--- src/rtl/sram_ctrl_pkg.sv ---
package sram_ctrl_pkg;

  typedef enum logic [2:0] {
    PH_IDLE   = 3'd0,
    PH_SETUP  = 3'd1,
    PH_STROBE = 3'd2,
    PH_HOLD   = 3'd3,
    PH_TURN   = 3'd4
  } phase_t;

  function automatic int cyc_ceil(input int ns, input int clk_ns);
    return (ns + clk_ns - 1) / clk_ns;
  endfunction

  function automatic int imax(input int a, input int b);
    return (a > b) ? a : b;
  endfunction

endpackage

--- src/rtl/sram_seq.sv ---
module sram_seq
  import sram_ctrl_pkg::*;
#(
  parameter int WR_CYC   = 4,
  parameter int RD_CYC   = 5,
  parameter int TURN_CYC = 2
) (
  input  logic   clk,
  input  logic   rst,
  input  logic   go,
  input  logic   go_rd,
  output phase_t phase_q,
  output phase_t phase_d,
  output logic   rd_q,
  output logic   rd_d,
  output logic   strobe_end
);

  localparam int MAXC = imax(imax(WR_CYC, RD_CYC), TURN_CYC);
  localparam int CW   = $clog2(MAXC + 1);

  logic [CW-1:0] cnt_q, cnt_d;

  assign rd_d       = go ? go_rd : rd_q;
  assign strobe_end = (phase_q == PH_STROBE) && (cnt_q == '0);

  always_comb begin
    phase_d = phase_q;
    cnt_d   = (cnt_q != '0) ? cnt_q - 1'b1 : '0;
    case (phase_q)
      PH_IDLE:   if (go) phase_d = PH_SETUP;
      PH_SETUP: begin
        phase_d = PH_STROBE;
        cnt_d   = rd_q ? CW'(RD_CYC - 1) : CW'(WR_CYC - 1);
      end
      PH_STROBE: if (cnt_q == '0) phase_d = PH_HOLD;
      PH_HOLD: begin
        if (rd_q) begin
          phase_d = PH_TURN;
          cnt_d   = CW'(TURN_CYC - 1);
        end else begin
          phase_d = PH_IDLE;
        end
      end
      PH_TURN:   if (cnt_q == '0) phase_d = PH_IDLE;
      default:   phase_d = PH_IDLE;
    endcase
  end

  always_ff @(posedge clk) begin
    if (rst) begin
      phase_q <= PH_IDLE;
      cnt_q   <= '0;
      rd_q    <= 1'b0;
    end else begin
      phase_q <= phase_d;
      cnt_q   <= cnt_d;
      rd_q    <= rd_d;
    end
  end

  // a new access only ever starts from idle
  assert_go_from_idle_R10: assert property (@(posedge clk) disable iff (rst)
    (phase_q != PH_IDLE) |-> !go);

  // after a read strobe the bus-quiet phase always follows the release phase
  assert_turn_after_read_R8: assert property (@(posedge clk) disable iff (rst)
    (phase_q == PH_HOLD && rd_q) |=> (phase_q == PH_TURN));

endmodule

--- src/rtl/sram_lane.sv ---
module sram_lane #(
  parameter int LW = 8
) (
  input  logic          clk,
  input  logic          rst,
  input  logic          load,
  input  logic [LW-1:0] wbyte_in,
  input  logic          act_d,
  input  logic          en_d,
  input  logic          en_q,
  input  logic          cap,
  input  logic          clr,
  input  logic [LW-1:0] bus_in,
  output logic [LW-1:0] wbyte_q,
  output logic [LW-1:0] rbyte_q,
  output logic          be_n_q
);

  always_ff @(posedge clk) begin
    if (rst) begin
      wbyte_q <= '0;
      rbyte_q <= '0;
      be_n_q  <= 1'b1;
    end else begin
      if (load) wbyte_q <= wbyte_in;
      be_n_q <= !(act_d && en_d);
      if (clr)      rbyte_q <= '0;
      else if (cap) rbyte_q <= en_q ? bus_in : '0;
    end
  end

endmodule

--- src/rtl/sram_lane_ctrl.sv ---
module sram_lane_ctrl
  import sram_ctrl_pkg::*;
#(
  parameter int ADDR_W    = 18,
  parameter int DATA_W    = 16,
  parameter int CLK_NS    = 10,
  parameter int T_WP_NS   = 40,
  parameter int T_SD_NS   = 25,
  parameter int T_AW_NS   = 40,
  parameter int T_WC_NS   = 55,
  parameter int T_AA_NS   = 55,
  parameter int T_DOE_NS  = 25,
  parameter int T_HZOE_NS = 20,
  localparam int LANES    = DATA_W / 8
) (
  input  logic              clk,
  input  logic              rst,
  input  logic              req_valid,
  output logic              req_ready,
  input  logic              req_rd,
  input  logic [ADDR_W-1:0] req_addr,
  input  logic [DATA_W-1:0] req_wdata,
  input  logic [LANES-1:0]  req_mask,
  output logic              rsp_valid,
  output logic [DATA_W-1:0] rsp_rdata,
  output logic [ADDR_W-1:0] mem_addr,
  output logic              mem_ce_n,
  output logic              mem_we_n,
  output logic              mem_oe_n,
  output logic [LANES-1:0]  mem_be_n,
  output logic [DATA_W-1:0] dq_out,
  output logic              dq_oe,
  input  logic [DATA_W-1:0] dq_in
);

  localparam int WR_CYC = imax(imax(cyc_ceil(T_WP_NS, CLK_NS), cyc_ceil(T_SD_NS, CLK_NS)),
                               imax(cyc_ceil(T_AW_NS, CLK_NS) - 1, cyc_ceil(T_WC_NS, CLK_NS) - 2));
  localparam int RD_CYC = imax(1, imax(cyc_ceil(T_AA_NS, CLK_NS) - 1,
                                       cyc_ceil(T_DOE_NS, CLK_NS) - 1));
  localparam int TURN_CYC = imax(1, cyc_ceil(T_HZOE_NS, CLK_NS));

  phase_t phase_q, phase_d;
  logic   rd_q, rd_d, strobe_end;
  logic   accept, go, zero_rd, act_d;
  logic   ready_q, rsp_valid_q, ce_n_q, we_n_q, oe_n_q, dq_oe_q;
  logic [ADDR_W-1:0] addr_q;
  logic [LANES-1:0]  mask_q, mask_d;

  assign accept  = req_valid && ready_q;
  assign go      = accept && (|req_mask);
  assign zero_rd = accept && req_rd && !(|req_mask);
  assign mask_d  = go ? req_mask : mask_q;
  assign act_d   = (phase_d == PH_SETUP) || (phase_d == PH_STROBE);

  sram_seq #(
    .WR_CYC   (WR_CYC),
    .RD_CYC   (RD_CYC),
    .TURN_CYC (TURN_CYC)
  ) u_seq (
    .clk        (clk),
    .rst        (rst),
    .go         (go),
    .go_rd      (req_rd),
    .phase_q    (phase_q),
    .phase_d    (phase_d),
    .rd_q       (rd_q),
    .rd_d       (rd_d),
    .strobe_end (strobe_end)
  );

  always_ff @(posedge clk) begin
    if (rst) begin
      ready_q     <= 1'b0;
      rsp_valid_q <= 1'b0;
      ce_n_q      <= 1'b1;
      we_n_q      <= 1'b1;
      oe_n_q      <= 1'b1;
      dq_oe_q     <= 1'b0;
      addr_q      <= '0;
      mask_q      <= '0;
    end else begin
      ready_q     <= (phase_d == PH_IDLE);
      rsp_valid_q <= zero_rd || (strobe_end && rd_q);
      ce_n_q      <= !act_d;
      we_n_q      <= !((phase_d == PH_STROBE) && !rd_d);
      oe_n_q      <= !(act_d && rd_d);
      dq_oe_q     <= (act_d || (phase_d == PH_HOLD)) && !rd_d;
      mask_q      <= mask_d;
      if (go) addr_q <= req_addr;
    end
  end

  for (genvar i = 0; i < LANES; i++) begin : g_lane
    sram_lane #(.LW(8)) u_lane (
      .clk      (clk),
      .rst      (rst),
      .load     (go),
      .wbyte_in (req_wdata[8*i +: 8]),
      .act_d    (act_d),
      .en_d     (mask_d[i]),
      .en_q     (mask_q[i]),
      .cap      (strobe_end && rd_q),
      .clr      (zero_rd),
      .bus_in   (dq_in[8*i +: 8]),
      .wbyte_q  (dq_out[8*i +: 8]),
      .rbyte_q  (rsp_rdata[8*i +: 8]),
      .be_n_q   (mem_be_n[i])
    );
  end

  assign req_ready = ready_q;
  assign rsp_valid = rsp_valid_q;
  assign mem_addr  = addr_q;
  assign mem_ce_n  = ce_n_q;
  assign mem_we_n  = we_n_q;
  assign mem_oe_n  = oe_n_q;
  assign dq_oe     = dq_oe_q;

  // ---------------- checks next to the sequencing logic ----------------
  logic [15:0] we_run_q;
  always_ff @(posedge clk) begin
    if (rst)            we_run_q <= '0;
    else if (!mem_we_n) we_run_q <= (we_run_q == 16'hFFFF) ? we_run_q : we_run_q + 1'b1;
    else                we_run_q <= '0;
  end

  assert_reset_idle_R1: assert property (@(posedge clk)
    rst |=> (mem_ce_n && mem_we_n && mem_oe_n && !dq_oe && !req_ready && !rsp_valid));

  assert_we_width_R3: assert property (@(posedge clk) disable iff (rst)
    $rose(mem_we_n) |-> (we_run_q == 16'(WR_CYC)));

  assert_write_framed_R2: assert property (@(posedge clk) disable iff (rst)
    !mem_we_n |-> (!mem_ce_n && dq_oe && !(&mem_be_n)));

  assert_no_fight_R7: assert property (@(posedge clk) disable iff (rst)
    !mem_oe_n |-> !dq_oe);

  assert_we_oe_excl_R7: assert property (@(posedge clk) disable iff (rst)
    !(!mem_we_n && !mem_oe_n));

  assert_addr_stable_R9: assert property (@(posedge clk) disable iff (rst)
    (!mem_ce_n && $past(!mem_ce_n)) |-> $stable(mem_addr));

  assert_wdata_stable_R9: assert property (@(posedge clk) disable iff (rst)
    (!mem_we_n && $past(!mem_we_n)) |-> $stable(dq_out));

  assert_busy_not_ready_R10: assert property (@(posedge clk) disable iff (rst)
    !mem_ce_n |-> !req_ready);

  assert_zero_mask_noop_R6: assert property (@(posedge clk) disable iff (rst)
    (accept && !(|req_mask)) |=> (mem_ce_n && req_ready));

endmodule

--- config.mk ---
export PLATFORM = sky130hd
export DESIGN_NAME = sram_lane_ctrl
export DESIGN_NICKNAME = d
export VERILOG_FILES = /design/src/rtl/sram_ctrl_pkg.sv /design/src/rtl/sram_seq.sv /design/src/rtl/sram_lane.sv /design/src/rtl/sram_lane_ctrl.sv
export SDC_FILE = /design/constraint.sdc
export NUM_CORES = 1
export LEC_CHECK = 0
export BUFFER_PORTS_ARGS = -buffer_cell sky130_fd_sc_hd__buf_4
export CAP_MARGIN = 20
export CORE_MARGIN = 3
export CORE_UTILIZATION = 42
export DETAILED_ROUTE_END_ITERATION = 8
export GPL_ROUTABILITY_DRIVEN = 0
export GPL_TIMING_DRIVEN = 0
export PLACE_DENSITY = 0.76
export SETUP_SLACK_MARGIN = 0.3
export SLEW_MARGIN = 20
export SYNTH_ARGS = -nofsm -noshare
export SYNTH_HDL_FRONTEND = slang
export SYNTH_SLANG_ARGS = --single-unit
--- constraint.sdc ---
create_clock -name clk -period 2.1 [get_ports clk]
set_clock_uncertainty 0.2 [all_clocks]
set_input_delay 0.21 -clock clk [delete_from_list [all_inputs] [get_ports clk]]
set_output_delay 0.21 -clock clk [all_outputs]
set_load 0.02 [all_outputs]
==> flow_summary.ini, run 1 <==
[timing]
worst_slew_pin_slew_ns = 0.723
setup_viol = 0
slew_headroom = 0.516
setup_tns_ns = 0
max_clock_freq_mhz = 501
slew_viol_final = 0
finalHoldViolations = 0
finalCriticalPeriod_ns = 2.00
rsz0062_at_grt = yes
fin_crit_sh = 0.950

[final_layout]
nNetsFinal = 537
multi_input_area_um2 = 1070
seq_area_um2 = 1350
area_delta_synth_final_pct = 68.3
drive_gt1_frac = 0.319
nFillCells = 403
diodes = 0

[synth]
ys_seq_area_frac = 0.533
yosys-top-cells-area = dfxtp_1, a21oi_1, nand2_1
ys_types = 38
synth_area_leader_cell = dfxtp_1
synth_top_area_frac = 0.533
syn_nets = 357
ys.warnings.count = 0
synthFlopType = dfxtp_1
avgSynthCellArea_um2 = 8.36
synthArstFlopShare = 0
synth_area_um2 = 2520
synth-edff-count = 0
ys_ff_latch = 67
syn_inst = 301

[pwr]
vdd_drop_max_mv = 0.575
power.density_nw_per_um2 = 675
design_power_total_w = 0.00286
switching_share = 0.274
leakage_nw = 1.77
p_switching_w = 0.000782
internal_power_w = 0.00207
p_clk_frac = 0.339
power_frac_comb = 0.187
power_frac_seq = 0.474

[grt]
grt_pass1_vias = 2898
grt_overflow = 0
grt_max_degree = 12
grt_usage = 0.238
antenna_found_initial = 0
grt_pass1_wl_mm = 13.5

[clock_network]
h-tree-depth = 3
root_buffer = clkbuf_8
cts_tree = built
clk_path_buf_depth = 2
numCtsBuffers = 9
clkSinkCount = 67
clock_latency_ns = 0.34
clkTransAtPathRegs_ns = 0.08

[die]
io_pins = 114
initial_core_util = 0.446
core_area_um2 = 5640
die_area_um2 = 6960
rows = 27
die_w_um = 83.4
die_h_um = 83.4

[worst_setup_path]
cp.required_ns = 2.11
cp-end-kind = register
path_class = reg2reg
ff2ff_setup_slack_ns = 0.10
setup.worst_path.start_class = register
crit_arrival_ns = 2.00
cp_max_fo = 4

[placement]
port-buffer-count = 112
dp_hpwl_mm = 5.13

[drt]
drtPass1Iterations = 4
drtIter0Drc = 169
wl_per_cell_um = 15.2
vias_per_cell = 5.22
drc = 0
ant_nets = 0
routed_wirelength_mm = 8.46
via_count = 2915

[run_status]
outcome = finished clean

[flow_run]
drv_cap = 0

[worst_hold_path]
hp-class = in2reg
[cell usage after synthesis, drive strengths merged (2+ instances only)]
| cell type | n |
|---|---|
| and3 | 2 |
| dfxtp | 67 |
| o211ai | 3 |
| nand3 | 2 |
| a21oi | 55 |
| clkbuf | 20 |
| buf | 6 |
| nand4 | 17 |
| nor3 | 2 |
| nor2b | 3 |
| nor2 | 7 |
| o21ai | 20 |
| inv | 3 |
| nand2 | 70 |
| nand2b | 3 |
[stage by stage]
step,instances,area (µm²),setup WS (ns),utilization,hold slack [ns]
finish,558,4230,0.104,0.750,0.0630
global route,558,4230,0.0759,0.750,0.123
CTS,555,4180,0.0905,0.741,0.0628
detailed placement,485,3450,0.0429,0.611,0.247
global placement,485,3450,0.0559,0.611,0.242
floorplan,301,2520,0.156,-,0.146
[per-layer routing]
layer / global-route usage / part of all wire / vias up
met5: 0 / 0 / -
met1: 0.277 / 0.41 / 1340
li1: - / - / 1402
met2: 0.394 / 0.48 / 153
met4: 0.111 / 0.021 / 0
met3: 0.0794 / 0.092 / 20
[final cells by class]
| type | count | share of cell area |
|---|---|---|
| sequential | 67 | 0.318 |
| buffer | 26 | 0.0334 |
| multi-input combinational | 205 | 0.252 |
| inverter | 3 | 0.00266 |
| tap | 72 | 0.0213 |
| clock buffer | 12 | 0.0366 |
| timing repair buffer | 169 | 0.330 |
| clock inverter | 4 | 0.00591 |
[critical path, cell delays in order (launching register included)]
cell and delay (ns):
dfxtp_2 0.33, or3_1 0.38, buf_6 0.13, a311o_1 0.32, or4b_4 0.51
[worst paths after layout]
path                               end                       from  cells after the start
max                mem_we_n$_SDFF_PP1_  u_seq.cnt_q[2]$_SDFF_PP0_                      4
min              u_seq.rd_q$_SDFF_PP0_                        rst                      2
max reg2reg        mem_we_n$_SDFF_PP1_  u_seq.cnt_q[2]$_SDFF_PP0_                      4
min reg2reg  mem_addr[16]$_SDFFE_PP0P_  mem_addr[16]$_SDFFE_PP0P_                      2
[layout by cell type, fill, tap and decap left out, types with 9 or more instances in the layout]
master / instances
nand4_1: 17
buf_4: 121
a21oi_1: 55
o21ai_0: 11
dlygate4sd3_1: 52
nand2_1: 70
clkbuf_1: 12
o21ai_1: 9
clkbuf_8: 11
dfxtp_1: 64
[cell families after synthesis]
logic type | synth area share
compound gates | 0.195
simple gates | 0.213
buf+inv | 0.0507
flops | 0.533
mux | 0.00845
[what timing repair did]
action,4_1_cts,5_1_grt
setup buffers,2,3
endpoints found under the setup margin,11,21
hold buffers,52,0
hold endpoints to repair,51,0
pin swaps,2,2
resized for setup,8,28
[power groups by stage]
stage	registers (W)	clock network, W	logic, W
floorplan	0.00143	0	0.000177
global placement	0.00138	0	0.000419
detailed placement	0.00138	0	0.000425
CTS	0.00135	0.000984	0.000511
global route	0.00136	0.00103	0.000577
finish	0.00136	0.000967	0.000534
[sequential cells by signal, summed over array words and instances (netlist names)]
signal,flops
mem_we_n,1
g_lane.u_lane.be_n_q,2
u_seq.rd_q,1
g_lane.u_lane.wbyte_q,16
mem_oe_n,1
mem_addr,18
req_ready,1
g_lane.u_lane.rbyte_q,16
u_seq.cnt_q,3
mem_ce_n,1
rsp_valid,1
u_seq.phase_q,3
mask_q,2
dq_oe,1
(Power assumes the default switching activity.)
==> run 2, diff against run 1 <==
Settings changed: CORE_UTILIZATION 42 to 46, PLACE_DENSITY 0.76 to 0.83.
Clock period 2.1 ns to 1.9 ns, I/O delays scaled along.
==> run 2 against run 1 <==
The flow now finishes with violations (setup timing). Clock power increased by 9%. Non-clock buffer count up 12. Sequential power grew 10%. Critical path type unchanged. Largest power group unchanged.
==> flow_summary.ini, run 2 (same netlist as run 1, synthesis figures left out) <==
[drt]
ant_nets = 0
drtIter0Drc = 125
drc = 0
vias_per_cell = 5.39
wl_per_cell_um = 16.0
via_count = 3062
drtPass1Iterations = 5
routed_wirelength_mm = 9.09

[die]
rows = 26
io_pins = 114
die_h_um = 80.0
initial_core_util = 0.483
die_w_um = 80.0
die_area_um2 = 6390
core_area_um2 = 5200

[grt]
grt_pass1_wl_mm = 14.3
grt_pass1_vias = 3012
grt_max_degree = 11
grt_usage = 0.289
grt_overflow = 0
antenna_found_initial = 0

[final_layout]
diodes = 0
area_delta_synth_final_pct = 75.9
design_area_um2 = 4430
largest_reg_flops = 18
nNetsFinal = 549
final_cells = 568
final_common_cell = buf_4
drive_gt1_frac = 0.363
most-common-layout-cells = buf_4, nand2_1, dfxtp_1

[pwr]
design_power_total_w = 0.00323
power.density_nw_per_um2 = 730
leakage_nw = 1.86
vdd_drop_max_mv = 0.516

[timing]
setup_ws_ns = -0.0817
finalCriticalPeriod_ns = 1.98
setup_tns_ns = -0.0817
slew_headroom = 0.653
slew_viol_final = 0
worst_slew_pin_slew_ns = 0.521
setup_viol = 1
fin_crit_sh = 1.04
finalHoldViolations = 0
rsz0062_at_grt = yes
max_clock_freq_mhz = 505

[worst_setup_path]
worstReg2RegStart = u_seq.cnt_q[0]$_SDFF_PP0_
cp-end-kind = register
crit_arrival_ns = 1.98
critical_path.startpoint = u_seq.cnt_q[0]$_SDFF_PP0_
cp_max_fo = 2
cp.required_ns = 1.90
cp_slowest_cell = or4b_1
cp_slowest_stage_delay_ns = 0.52
path_class = reg2reg
crit_chain = or3_1 -> buf_6 -> a311o_1 -> or4b_1
setup.worst_path.start_class = register

[clock_network]
clkSinkCount = 67
clkTransAtPathRegs_ns = 0.07
clock_latency_ns = 0.33
clk_path_buf_depth = 2
root_buffer = clkbuf_8
h-tree-depth = 3
cts_tree = built
numCtsBuffers = 9

[placement]
dp_cells = 483
port-buffer-count = 112
placed_area_um2 = 3450
dp_hpwl_mm = 5.01
pre_cts_slack_ns = -0.160

[worst_hold_path]
hp-start = rst
hp-class = in2reg

[run_status]
violations = setup timing
outcome = complete, but fails checks

[flow_run]
drv_cap = 0
run 2: repair_timing:
item / 4_1_cts / 5_1_grt
gates cloned: 0 / 0
endpoints found under the hold margin: 51 / 0
hold buffers: 52 / 0
setup endpoints to repair: 53 / 58
buffers inserted: 4 / 13
pin swaps: 5 / 3
resized for setup: 14 / 55
run 2: worst paths after layout:
kind / to / slack (ns) / cells past startpoint
min: u_seq.rd_q$_SDFF_PP0_ / 0.01 / 2
max reg2reg: mem_we_n$_SDFF_PP1_ / -0.08 / 4
min reg2reg: mem_addr[6]$_SDFFE_PP0P_ / 0.26 / 2
max: mem_we_n$_SDFF_PP1_ / -0.08 / 4
run 2: routing by layer:
layer | part of all wire | track usage | vias up
li1 | - | - | 1436
met2 | 0.48 | 0.479 | 168
met4 | 0.031 | 0.128 | 0
met5 | 0 | 0 | -
met3 | 0.091 | 0.0903 | 30
met1 | 0.40 | 0.340 | 1428
run 2: metrics by stage:
stage                util  hold slack [ns]
detailed placement  0.664            0.246
global placement    0.664            0.237
CTS                 0.811          0.00801
global route        0.850           0.0160
finish              0.850          0.00998
floorplan               -            0.126
run 2: power breakdown:
group          switching (W)  internal, W  total (W)  leakage, nW
clock               0.000509     0.000543    0.00105       0.0905
combinational       0.000333     0.000345   0.000678         1.22
sequential         0.0000363      0.00146    0.00150        0.546
total               0.000879      0.00235    0.00323         1.86
run 2: layout make-up:
cell class                      count  area, µm²
Tap cell                           70       87.6
Sequential cell                    67       1350
Fill cell                         296        779
Timing Repair Buffer              181       1490
Inverter                            3       11.3
Multi-Input combinational cell    205       1140
Clock buffer                       14        163
Buffer                             26        174
Clock inverter                      2       10.0
run 2: critical path: cells and delay by family (launching register included):
kind / cells / cell delay, ns
AOI/OAI and AO/OA: 1 / 0.32
and+or+nand+nor: 2 / 0.89
DFF: 1 / 0.32
buffers and inverters: 1 / 0.13
